--- config.mk ---
export PLATFORM = sky130hd
export DESIGN_NAME = prbs_tester
export DESIGN_NICKNAME = d
export VERILOG_FILES = /design/src/rtl/prbs_pkg.sv /design/src/rtl/prbs_datapath.sv /design/src/rtl/prbs_control.sv /design/src/rtl/prbs_tester.sv
export SDC_FILE = /design/constraint.sdc
export NUM_CORES = 1
export LEC_CHECK = 0
export ABC_AREA = 1
export BUFFER_PORTS_ARGS = -buffer_cell sky130_fd_sc_hd__buf_4
export CORE_AREA = 3 3 90 92
export DETAILED_ROUTE_END_ITERATION = 10
export DIE_AREA = 0 0 93 95
export GPL_TIMING_DRIVEN = 1
export PLACE_DENSITY = 0.75
export SLEW_MARGIN = 10
export SYNTH_ARGS = -nofsm -noshare
export SYNTH_HDL_FRONTEND = slang
export SYNTH_SLANG_ARGS = --single-unit
--- constraint.sdc ---
create_clock -name clk -period 8.4 [get_ports clk]
set_input_delay 2.52 -clock clk [delete_from_list [all_inputs] [get_ports clk]]
set_output_delay 2.52 -clock clk [all_outputs]
set_load 0.005 [all_outputs]
--- src/rtl/prbs_pkg.sv ---
package prbs_pkg;
  // Strobes from the control FSM to the datapath.
  typedef struct packed {
    logic inSync;    // reference free-runs instead of self-seeding
    logic clearWin;  // error window held empty
    logic restart;   // mode changed: drop reference contents
  } ctrl_t;
endpackage

--- src/rtl/prbs_datapath.sv ---
module prbs_datapath
  import prbs_pkg::*;
#(
  parameter int SHORT_LEN = 15,
  parameter int SHORT_TAP = 14,
  parameter int LONG_LEN  = 20,
  parameter int LONG_TAP  = 17,
  parameter int WINDOW    = 64,
  parameter int LOSS_ERRS = 6
) (
  input  logic  clk,
  input  logic  rst,
  input  logic  txEnable,
  input  logic  modeT1,
  input  logic  rxData,
  input  ctrl_t ctrl,
  output logic  txData,
  output logic  bitErr,
  output logic  winOver
);
  localparam int W   = LONG_LEN;
  localparam int WCW = $clog2(WINDOW + 1);
  localparam logic [W-1:0] SHORT_MASK = {{(W-SHORT_LEN){1'b0}}, {SHORT_LEN{1'b1}}};
  localparam logic [W-1:0] LONG_MASK  = {W{1'b1}};

  function automatic logic feedback(input logic [W-1:0] s, input logic longMode);
    return longMode ? (s[LONG_LEN-1] ^ s[LONG_TAP-1]) : (s[SHORT_LEN-1] ^ s[SHORT_TAP-1]);
  endfunction

  logic [W-1:0] activeMask;
  assign activeMask = modeT1 ? LONG_MASK : SHORT_MASK;

  // Transmit generator
  logic [W-1:0] txLfsr;
  logic txZero, txBit;
  assign txZero = (txLfsr & activeMask) == '0;
  assign txBit  = txZero ? 1'b1 : feedback(txLfsr, modeT1);

  always_ff @(posedge clk) begin
    if (rst) begin
      txLfsr <= '1;
      txData <= 1'b0;
    end else begin
      if (txEnable) txLfsr <= {txLfsr[W-2:0], txBit};
      txData <= txEnable & txBit;
    end
  end

  // Receive reference and prediction
  logic [W-1:0] refReg;
  logic predBit, refZero;
  assign predBit = feedback(refReg, modeT1);
  assign refZero = (refReg & activeMask) == '0;
  assign bitErr  = refZero | (rxData != predBit);

  always_ff @(posedge clk) begin
    if (rst || ctrl.restart) refReg <= '0;
    else refReg <= {refReg[W-2:0], ctrl.inSync ? predBit : rxData};
  end

  // Sliding error window with running population count
  logic [WINDOW-1:0] errHist;
  logic [WCW-1:0] winCount, winNext;
  assign winNext = winCount + WCW'(bitErr) - WCW'(errHist[WINDOW-1]);
  assign winOver = winNext >= WCW'(LOSS_ERRS);

  always_ff @(posedge clk) begin
    if (rst || ctrl.clearWin) begin
      errHist  <= '0;
      winCount <= '0;
    end else begin
      errHist  <= {errHist[WINDOW-2:0], bitErr};
      winCount <= winNext;
    end
  end

  assert_window_count_R6: assert property (@(posedge clk) disable iff (rst)
    int'(winCount) == $countones(errHist));
  assert_window_bound_R6: assert property (@(posedge clk) disable iff (rst)
    int'(winCount) <= LOSS_ERRS);
  assert_tx_idle_R2: assert property (@(posedge clk) disable iff (rst)
    !$past(txEnable) |-> !txData);
endmodule

--- src/rtl/prbs_control.sv ---
module prbs_control
  import prbs_pkg::*;
#(
  parameter int SYNC_BITS = 64
) (
  input  logic  clk,
  input  logic  rst,
  input  logic  modeT1,
  input  logic  countEnable,
  input  logic  bitErr,
  input  logic  winOver,
  output ctrl_t ctrl,
  output logic  errOut,
  output logic  syncFlag,
  output logic  errStrobe
);
  localparam int GCW = $clog2(SYNC_BITS);

  typedef enum logic {HUNT, LOCKED} state_t;
  state_t state, nextState;
  logic [GCW-1:0] goodCnt, goodNext;
  logic modeQ, restart;

  assign restart = modeT1 != modeQ;

  always_comb begin
    nextState = state;
    goodNext  = goodCnt;
    if (restart) begin
      nextState = HUNT;
      goodNext  = '0;
    end else if (state == HUNT) begin
      if (bitErr) goodNext = '0;
      else if (goodCnt == GCW'(SYNC_BITS - 1)) begin
        nextState = LOCKED;
        goodNext  = '0;
      end else goodNext = goodCnt + GCW'(1);
    end else if (winOver) begin
      nextState = HUNT;
    end
  end

  assign ctrl.inSync   = state == LOCKED;
  assign ctrl.clearWin = restart | (state != LOCKED);
  assign ctrl.restart  = restart;

  always_ff @(posedge clk) begin
    if (rst) begin
      state     <= HUNT;
      goodCnt   <= '0;
      modeQ     <= modeT1;
      errOut    <= 1'b1;
      syncFlag  <= 1'b0;
      errStrobe <= 1'b0;
    end else begin
      state     <= nextState;
      goodCnt   <= goodNext;
      modeQ     <= modeT1;
      errOut    <= (nextState == HUNT) | (bitErr & (state == LOCKED));
      syncFlag  <= restart ? 1'b0 : (syncFlag | (nextState == LOCKED));
      errStrobe <= countEnable & bitErr & (state == LOCKED) & !restart;
    end
  end

  assert_hunt_err_high_R3: assert property (@(posedge clk) disable iff (rst)
    (state == HUNT) |-> errOut);
  assert_locked_flag_R4: assert property (@(posedge clk) disable iff (rst)
    (state == LOCKED) |-> syncFlag);
  assert_strobe_after_lock_R7: assert property (@(posedge clk) disable iff (rst)
    errStrobe |-> (syncFlag && errOut));
  assert_mode_restart_R8: assert property (@(posedge clk) disable iff (rst)
    restart |=> (!syncFlag && errOut));
endmodule

--- src/rtl/prbs_tester.sv ---
module prbs_tester
  import prbs_pkg::*;
#(
  parameter int SHORT_LEN = 15,
  parameter int SHORT_TAP = 14,
  parameter int LONG_LEN  = 20,
  parameter int LONG_TAP  = 17,
  parameter int SYNC_BITS = 64,
  parameter int WINDOW    = 64,
  parameter int LOSS_ERRS = 6
) (
  input  logic clk,
  input  logic rst,
  input  logic txEnable,
  input  logic modeT1,
  input  logic countEnable,
  input  logic rxData,
  output logic txData,
  output logic errOut,
  output logic syncFlag,
  output logic errStrobe
);
  ctrl_t ctrl;
  logic bitErr, winOver;

  prbs_datapath #(
    .SHORT_LEN(SHORT_LEN), .SHORT_TAP(SHORT_TAP),
    .LONG_LEN(LONG_LEN), .LONG_TAP(LONG_TAP),
    .WINDOW(WINDOW), .LOSS_ERRS(LOSS_ERRS)
  ) dp (
    .clk(clk), .rst(rst), .txEnable(txEnable), .modeT1(modeT1),
    .rxData(rxData), .ctrl(ctrl), .txData(txData),
    .bitErr(bitErr), .winOver(winOver)
  );

  prbs_control #(.SYNC_BITS(SYNC_BITS)) ctl (
    .clk(clk), .rst(rst), .modeT1(modeT1), .countEnable(countEnable),
    .bitErr(bitErr), .winOver(winOver), .ctrl(ctrl),
    .errOut(errOut), .syncFlag(syncFlag), .errStrobe(errStrobe)
  );
endmodule

==> results of run 1 <==
[state kept, by name, indices dropped and copies added (netlist names)]
register	count
dp.txLfsr	20
ctl.errStrobe	1
dp.errHist	64
dp.txData	1
ctl.state	1
dp.winCount	7
ctl.goodCnt	6
dp.refReg	20
ctl.modeQ	1
ctl.syncFlag	1
ctl.errOut	1
[worst max-delay path, stage by stage]
cell	delay (ns)
buf_4	0.12
inv_1	0.07
nor2_1	0.10
nand2_1	0.10
nand2_1	0.09
nand2_2	0.06
nand3_4	0.12
inv_2	0.06
ha_1	0.26
inv_1	0.03
ha_1	0.21
fa_1	0.40
or2_1	0.24
nand3_1	0.07
nand3_1	0.07
nor2_1	0.08
nand3_1	0.07
nand2_1	0.08
nand2_2	0.08
nor2_4	0.09
nand2_1	0.06
[worst max-delay path by stage]
stage,endpoint,slack (ns),cells after the start
finish,ctl.errOut$_SDFF_PP1_,3.80,21
global route,ctl.errOut$_SDFF_PP1_,3.60,22
CTS,ctl.errOut$_SDFF_PP1_,3.80,21
detailed placement,ctl.errOut$_SDFF_PP1_,3.30,21
global placement,ctl.errOut$_SDFF_PP1_,3.38,20
floorplan,ctl.errOut$_SDFF_PP1_,3.65,20
[layout by cell type (no fill, tap or decap), types with 4 or more instances in the layout]
master / n
dfxtp_1: 123
inv_1: 119
o21ai_0: 13
buf_4: 9
nand2_1: 72
nand4_1: 4
ha_1: 8
clkbuf_8: 4
clkbuf_1: 4
nand3_1: 24
a21oi_1: 18
clkbuf_16: 16
nor2_1: 107
[cells by family after synthesis]
logic type	synth area share, %
buffers and inverters	12.8
AO/OA/AOI/OAI	5.07
flip-flops	56.6
AND/OR/NAND/NOR	22.2
XOR/XNOR	0.605
adder cells (fa/ha/maj)	2.76
[layout make-up]
cell class	count	area share [%]
Tap cell	99	2.47
Inverter	124	9.34
Timing Repair Buffer	9	1.35
Clock buffer	24	9.39
Sequential cell	123	49.1
Multi-Input combinational cell	276	26.5
Clock inverter	7	1.80
[metal layers]
layer / part of all wire, % / routed length, um / GRT usage, % / vias to the layer above
li1: - / - / - / 1621
met1: 45 / 3070 / 19.5 / 1401
met2: 49 / 3330 / 30.1 / 44
met3: 4.5 / 308 / 6.61 / 12
met4: 1.4 / 95 / 6.35 / 0
met5: 0 / 0 / 0 / -
[through the flow]
| step | area (sq um) | setup WS, ns | instances |
|---|---|---|---|
| 2_1_floorplan | 4350 | 3.65 | 538 |
| 3_3_place_gp | 4450 | 3.38 | 631 |
| 3_5_place_dp | 4450 | 3.30 | 631 |
| 4_1_cts | 5010 | 3.80 | 662 |
| 5_1_grt | 5010 | 3.60 | 662 |
| 6_report | 5010 | 3.80 | 662 |
[report_power, final]
| part | internal, mW | switching [mW] | total (mW) |
|---|---|---|---|
| Combinational | 0.00927 | 0.0184 | 0.0277 |
| Sequential | 0.591 | 0.00448 | 0.596 |
| Clock | 0.442 | 0.232 | 0.674 |
==> flow_summary.toml, run 1 <==
[pwr]
peakVddDrop_uv = 144
p_leak_nw = 2.04
pwr_density_cell_nw_per_um2 = 259
power_mw = 1.30

[synthesis]
syn_area_sq_um = 4350
synth-seq-cells = 123
ys_types = 32
synth_top_area_cell = "dfxtp_1"
synth_edf_count = 0
synth_top_area_share_pct = 56.6
synth_cells = 538
yosysWarnings = 0
yosysMostFrequentCell = "dfxtp_1"
ys.flop_type = "dfxtp_1"
ys_seq_area_share_pct = 56.6
syn_avg_cell_area_sq_um = 8.08
yosys-top-cells-area = "dfxtp_1 57%, inv_1 10%, nor2_1 9.2%"
synth_nets = 553
async_flop_share_pct = 0
yosys-top-cells-count = "123 x dfxtp_1, 119 x inv_1, 107 x nor2_1, 72 x nand2_1, 24 x nand3_1"

[die]
row_count = 31
die_x_um = 93
ios = 10
core-area_sq_um = 7290
start_util_pct = 59.6
die_y_um = 95
die_area_sq_um = 8840

[setup_path]
crit_type = "primary input to register"
critPathRequiredTime_ns = 8.79
crit_path_start = "modeT1"
r2r_slack_ns = 5.59
reg2reg_from = "dp.refReg[13]$_SDFF_PP0_"
timing.rr.end = "ctl.errOut$_SDFF_PP1_"
crit_fanout = 7
r2r_cells = 19
cp-end-kind = "register"
crit_arrival_ns = 4.99
startpoint_type = "primary input"

[drt]
routed_wl_mm = 6.80
viasPerCell = 4.65
vias = 3078
drtIter0Drc = 120
drt_first_pass_iters = 4
final_antenna_net_count = 0
drc_errors = 0
post_drt_wl_per_cell_um = 10.3

[timing]
worstMarginPinSlew_ns = 0.656
rsz0062_at_grt = "false"
hold_viol = 0
period_share_pct = 54.8
setup_violations = 0
fin_crit_ns = 4.60
holdWs_ns = 0.403
drv_slew = 0
fin_worst_skew_ns = 0.00895
relSlewSlack_pct = 56.3
fin_tns_setup_ns = 0
max_freq_mhz = 217

[global_route]
antenna_found_initial = 0
grt_max_degree = 72
grtUsageTotal_pct = 17.4
grt_pass1_vias = 2953
grt_pass1_wl_mm = 12.0
grt_overflow = 0

[cts]
cts_resized = 0
postCtsSetupBuffers = 0
clkTransAtPathRegs_ns = 0.05
root_buffer = "clkbuf_8"
ctsHoldBuffers = 0
cts_sinks = 123
cts_tree = "built"
htreeDepth = 4
clk_latency_ns = 0.50
clock_path_buffers = 2
numCtsBuffers = 17

[layout]
diodes = 0
drive_above_1_share_pct = 9.41
seqCellArea_sq_um = 2460
multi_input_area_sq_um = 1330
nFillCells = 603
num-nets-final = 566
post-route-util_pct = 68.7
area_growth_pct = 15.3

[worst_hold_path]
hold_class = "register to register"
min_path_cells = 2
min_to = "dp.errHist[7]$_SDFF_PP0_"
hold_start = "dp.errHist[6]$_SDFF_PP0_"

[placed_design]
gp_congestion = 0.848
io_buffers = 9
dpl.hpwl_mm = 4.34

[run_status]
status = "complete, no violations"

[flow_run]
cap_violations = 0
Note: power is estimated with default switching activity, not from simulation.
==> inputs of run 2 (changes only) <==
- CORE_AREA: 3 3 90 92 -> 3 3 93 95
- DIE_AREA: 0 0 93 95 -> 0 0 96 98
- PLACE_DENSITY: 0.75 -> 0.73
- clock period: 8.4 -> 3.8 ns (I/O delays scaled with it)
==> flow_summary.toml, run 2 (synthesis results as in run 1) <==
[run_status]
status = "complete, no violations"

[layout]
final_common_cell = "dfxtp_1"
area_growth_pct = 15.5
drive_above_1_share_pct = 10.1
top_regs = "dp.errHist x64, dp.refReg x20, dp.txLfsr x20"
fin_area_sq_um = 5020
multi_input_area_sq_um = 1330
seqCellArea_sq_um = 2460
layout_common_cells = "123 x dfxtp_1, 119 x inv_1, 107 x nor2_1"
num-nets-final = 567
diodes = 0
post-route-util_pct = 64.3
largest-register = "dp.errHist"
largest_reg_flops = 64
nFillCells = 654

[cts]
numCtsBuffers = 17
clkTransAtPathRegs_ns = 0.05
root_buffer = "clkbuf_8"
clock_path_buffers = 2
cts_resized = 0
cts_tree = "built"
ctsHoldBuffers = 0
postCtsSetupBuffers = 0
clk_latency_ns = 0.51
cts_sinks = 123
htreeDepth = 4

[placed_design]
dpl-instance-area_sq_um = 4460
io_buffers = 9
dpl.hpwl_mm = 4.31
gp_congestion = 0.831

[drt]
final_antenna_net_count = 0
drtIter0Drc = 114
viasPerCell = 4.54
drt_first_pass_iters = 4
vias = 3021
drc_errors = 0
routed_wl_mm = 6.93
post_drt_wl_per_cell_um = 10.4

[pwr]
p_leak_nw = 2.04
pwr_density_cell_nw_per_um2 = 572
peakVddDrop_uv = 400

[setup_path]
r2r_cells = 20
crit_fanout = 6
startpoint_type = "primary input"
cp-end-kind = "register"
critPathRequiredTime_ns = 4.20
crit_type = "primary input to register"
crit_arrival_ns = 3.58

[timing]
hold_viol = 0
relSlewSlack_pct = 57.3
rsz0062_at_grt = "false"
fin_crit_ns = 3.17
fin_tns_setup_ns = 0
max_freq_mhz = 315
setup_violations = 0
fin_worst_skew_ns = 0.00653
holdWs_ns = 0.407
drv_slew = 0
worstMarginPinSlew_ns = 0.641
period_share_pct = 83.5

[worst_hold_path]
min_path_cells = 2
hold_class = "register to register"

[global_route]
grt_pass1_wl_mm = 12.3
grt_overflow = 0
grtUsageTotal_pct = 16.6
grt_pass1_vias = 2874
antenna_found_initial = 0
grt_max_degree = 72

[die]
row_count = 32
core-area_sq_um = 7810
die_y_um = 98
die_area_sq_um = 9410
die_x_um = 96
ios = 10
start_util_pct = 55.7

[flow_run]
cap_violations = 0
==> run 2: cell types whose count changed in the layout (fill, tap and decap cells not counted) <==
cell / before / now
clkinvlp_4: 2 / 3
clkinv_2: 3 / 5
clkinv_4: 0 / 2
buf_4: 9 / 10
clkbuf_1: 4 / 1
clkbuf_8: 4 / 2
==> run 2: power breakdown <==
| group | leakage (nW) | internal (mW) | total, mW | switching, mW |
|---|---|---|---|---|
| sequential | 0.996 | 1.31 | 1.32 | 0.00998 |
| combinational | 0.776 | 0.0212 | 0.0620 | 0.0408 |
| clock | 0.269 | 0.940 | 1.49 | 0.553 |
| total | 2.04 | 2.27 | 2.87 | 0.604 |
==> run 2: final cells by class <==
type                    instances  area share, %
clock buffers                  19           8.60
clock inverters                12           2.49
inverters                     124           9.32
multi-input cells             276           26.5
flip-flops and latches        123           49.1
well taps                     102           2.54
repair buffers                 10           1.50
==> run 2: final timing paths <==
check / from / to / slack (ns)
worst max-delay path: modeT1 / ctl.errOut$_SDFF_PP1_ / 0.63
worst min-delay path: dp.errHist[0]$_SDFF_PP0_ / dp.errHist[1]$_SDFF_PP0_ / 0.41
worst max register to register: dp.refReg[13]$_SDFF_PP0_ / ctl.errOut$_SDFF_PP1_ / 1.02
worst min register to register: dp.errHist[0]$_SDFF_PP0_ / dp.errHist[1]$_SDFF_PP0_ / 0.41
==> run 2: metal layers <==
metal / up-vias / GRT usage [%] / wire, um
li1: 1622 / - / -
met1: 1341 / 20.4 / 3270
met2: 46 / 25.6 / 3280
met3: 12 / 6.24 / 239
met4: 0 / 7.77 / 133
met5: - / 0 / 0
==> run 2: worst max-delay path, stage by stage <==
cell,delay [ns]
buf_4,0.13
inv_1,0.08
nand3_1,0.14
nand2_1,0.12
nand2_2,0.07
nand3_4,0.08
inv_2,0.05
ha_1,0.26
inv_1,0.04
ha_1,0.21
fa_1,0.41
or2_1,0.24
nand3_1,0.08
nand3_1,0.08
nor2_1,0.08
nand3_1,0.07
nand2_1,0.07
nand2_2,0.07
nor2_4,0.08
nand2_1,0.05
==> run 2: stage by stage <==
step | power [mW] | cells | setup WS [ns]
4_1_cts | 2.91 | 666 | 0.618
2_1_floorplan | 1.39 | 538 | 0.430
3_5_place_dp | 1.41 | 635 | 0.155
5_1_grt | 2.98 | 666 | 0.430
6_report | 2.87 | 666 | 0.626
3_3_place_gp | 1.40 | 635 | 0.217
==> inputs of run 3 (changes only) <==
- clock period: 3.8 -> 2.6 ns (I/O delays scaled with it)
==> flow_summary.toml, run 3 (synthesis results as in run 1) <==
[pwr]
p_leak_nw = 2.17
pwr_density_cell_nw_per_um2 = 825
power_mw = 4.37
peakVddDrop_uv = 512

[layout]
nFillCells = 613
layout_common_cells = "118 x dfxtp_1, 117 x inv_1, 103 x nor2_1"
diodes = 0
largest_reg_flops = 64
final_common_cell = "dfxtp_1"
multi_input_area_sq_um = 1410
top_regs = "dp.errHist x64, dp.refReg x20, dp.txLfsr x20"
num-nets-final = 583
area_growth_pct = 21.9
seqCellArea_sq_um = 2470
final_cells = 683
post-route-util_pct = 67.9
largest-register = "dp.errHist"
drive_above_1_share_pct = 17.2

[placed_design]
io_buffers = 9
gp_congestion = 0.871
dpl.hpwl_mm = 4.50
placed_cells = 647

[die]
die_y_um = 98
core-area_sq_um = 7810
row_count = 32
die_area_sq_um = 9410
start_util_pct = 55.7
die_x_um = 96
ios = 10

[setup_path]
critPathRequiredTime_ns = 3.00
reg2reg_from = "dp.refReg[16]$_SDFF_PP0_"
r2r_slack_ns = -0.08
startpoint_type = "register"
r2r_cells = 19
timing.rr.end = "ctl.errOut$_SDFF_PP1_"
cp-end-kind = "register"
crit_arrival_ns = 3.08
crit_type = "register to register"
crit_fanout = 3

[timing]
fin_worst_skew_ns = 0.00555
drv_slew = 0
relSlewSlack_pct = 73.5
setup_violations = 2
worst_slack_ns = -0.0786
period_share_pct = 103
hold_viol = 0
max_freq_mhz = 373
rsz0062_at_grt = "true"
fin_crit_ns = 2.68
worstMarginPinSlew_ns = 0.398

[cts]
clkTransAtPathRegs_ns = 0.06
cts_sinks = 123
cts_tree = "built"
ctsHoldBuffers = 0
clk_latency_ns = 0.51
htreeDepth = 4
clock_path_buffers = 2
root_buffer = "clkbuf_8"
numCtsBuffers = 17

[global_route]
grtUsageTotal_pct = 16.9
antenna_found_initial = 0
grt_pass1_wl_mm = 12.3
grt_pass1_vias = 3029
grt_overflow = 0
grt_max_degree = 29

[drt]
drtIter0Drc = 107
post_drt_wl_per_cell_um = 10.7
vias = 3122
drt_first_pass_iters = 4
routed_wl_mm = 7.29
viasPerCell = 4.57
final_antenna_net_count = 0
drc_errors = 0

[worst_hold_path]
hold_class = "register to register"
hold_start = "dp.errHist[20]$_SDFF_PP0_"
min_to = "dp.errHist[21]$_SDFF_PP0_"
min_path_cells = 2

[run_status]
status = "finished, violations left"
violations = "setup timing"

[flow_run]
cap_violations = 0
run 3: cell types whose count changed in the layout (fill, tap and decap cells not counted), moves of 3 or more:
cell      before  now
buf_4         10   25
clkinv_2       5    2
nor2_2         2    5
inv_6          0    4
nand3_2        1    6
nand3_1       24   19
nor2_1       107  103
nand2_1       72   68
nand2_2        2    6
dfxtp_2        0    4
dfxtp_1      123  118
run 3: area by class of cell:
cell class	instances	share of cell area (%)
Clock inverter	15	3.54
Tap cell	102	2.41
Multi-Input combinational cell	276	26.7
Timing Repair Buffer	26	3.92
Clock buffer	17	7.81
Sequential cell	123	46.6
Inverter	124	9.02
run 3: timing repair:
item	CTS	global route
pin swaps	1	6
buffers inserted	0	4
resized for setup	6	16
endpoints found under the setup margin	2	3
run 3: through the flow:
stage	hold WS, ns	cell area (sq um)	TNS, ns	setup WS [ns]
floorplan	0.394	4380	-0.707	-0.278
global placement	0.394	4600	-1.33	-0.465
detailed placement	0.399	4600	-1.68	-0.538
CTS	0.408	5220	0	0.0000897
global route	0.420	5300	-0.443	-0.205
finish	0.407	5300	-0.0887	-0.0786
run 3: worst max path at each step:
stage / slack, ns / cells past startpoint / end / startpoint
floorplan: -0.28 / 20 / ctl.errOut$_SDFF_PP1_ / modeT1
global placement: -0.47 / 21 / ctl.errOut$_SDFF_PP1_ / modeT1
detailed placement: -0.54 / 21 / ctl.errOut$_SDFF_PP1_ / modeT1
CTS: 0.00009 / 20 / ctl.errOut$_SDFF_PP1_ / dp.refReg[19]$_SDFF_PP0_
global route: -0.21 / 19 / ctl.errOut$_SDFF_PP1_ / dp.refReg[16]$_SDFF_PP0_
finish: -0.08 / 19 / ctl.errOut$_SDFF_PP1_ / dp.refReg[16]$_SDFF_PP0_
run 3: layer usage:
| layer | track usage, % | share of wire [%] | vias up |
|---|---|---|---|
| met5 | 0 | 0 | - |
| met4 | 8.64 | 1.7 | 0 |
| met3 | 6.93 | 3.6 | 11 |
| met2 | 27.6 | 50 | 45 |
| met1 | 18.5 | 44 | 1408 |
| li1 | - | - | 1658 |
run 3: critical path, cell delays in order (launching register included):
cell and delay (ns):
dfxtp_4 0.35, nor2_4 0.13, nand3_2 0.07, nand2_1 0.08, nand3_2 0.11, nand3_4 0.09, inv_4 0.04, ha_4 0.25
inv_2 0.03, ha_4 0.15, fa_2 0.36, or2_4 0.25, nand3_2 0.07, nand3_2 0.09, nor2_1 0.12, nand3_1 0.09
nand2_1 0.08, nand2_2 0.08, nor2_4 0.08, nand2_1 0.05
run 3: power by group:
part / switching, mW / total (mW) / internal [mW]
Clock: 0.872 / 2.35 / 1.48
Combinational: 0.0645 / 0.102 / 0.0379
Sequential: 0.0151 / 1.92 / 1.91
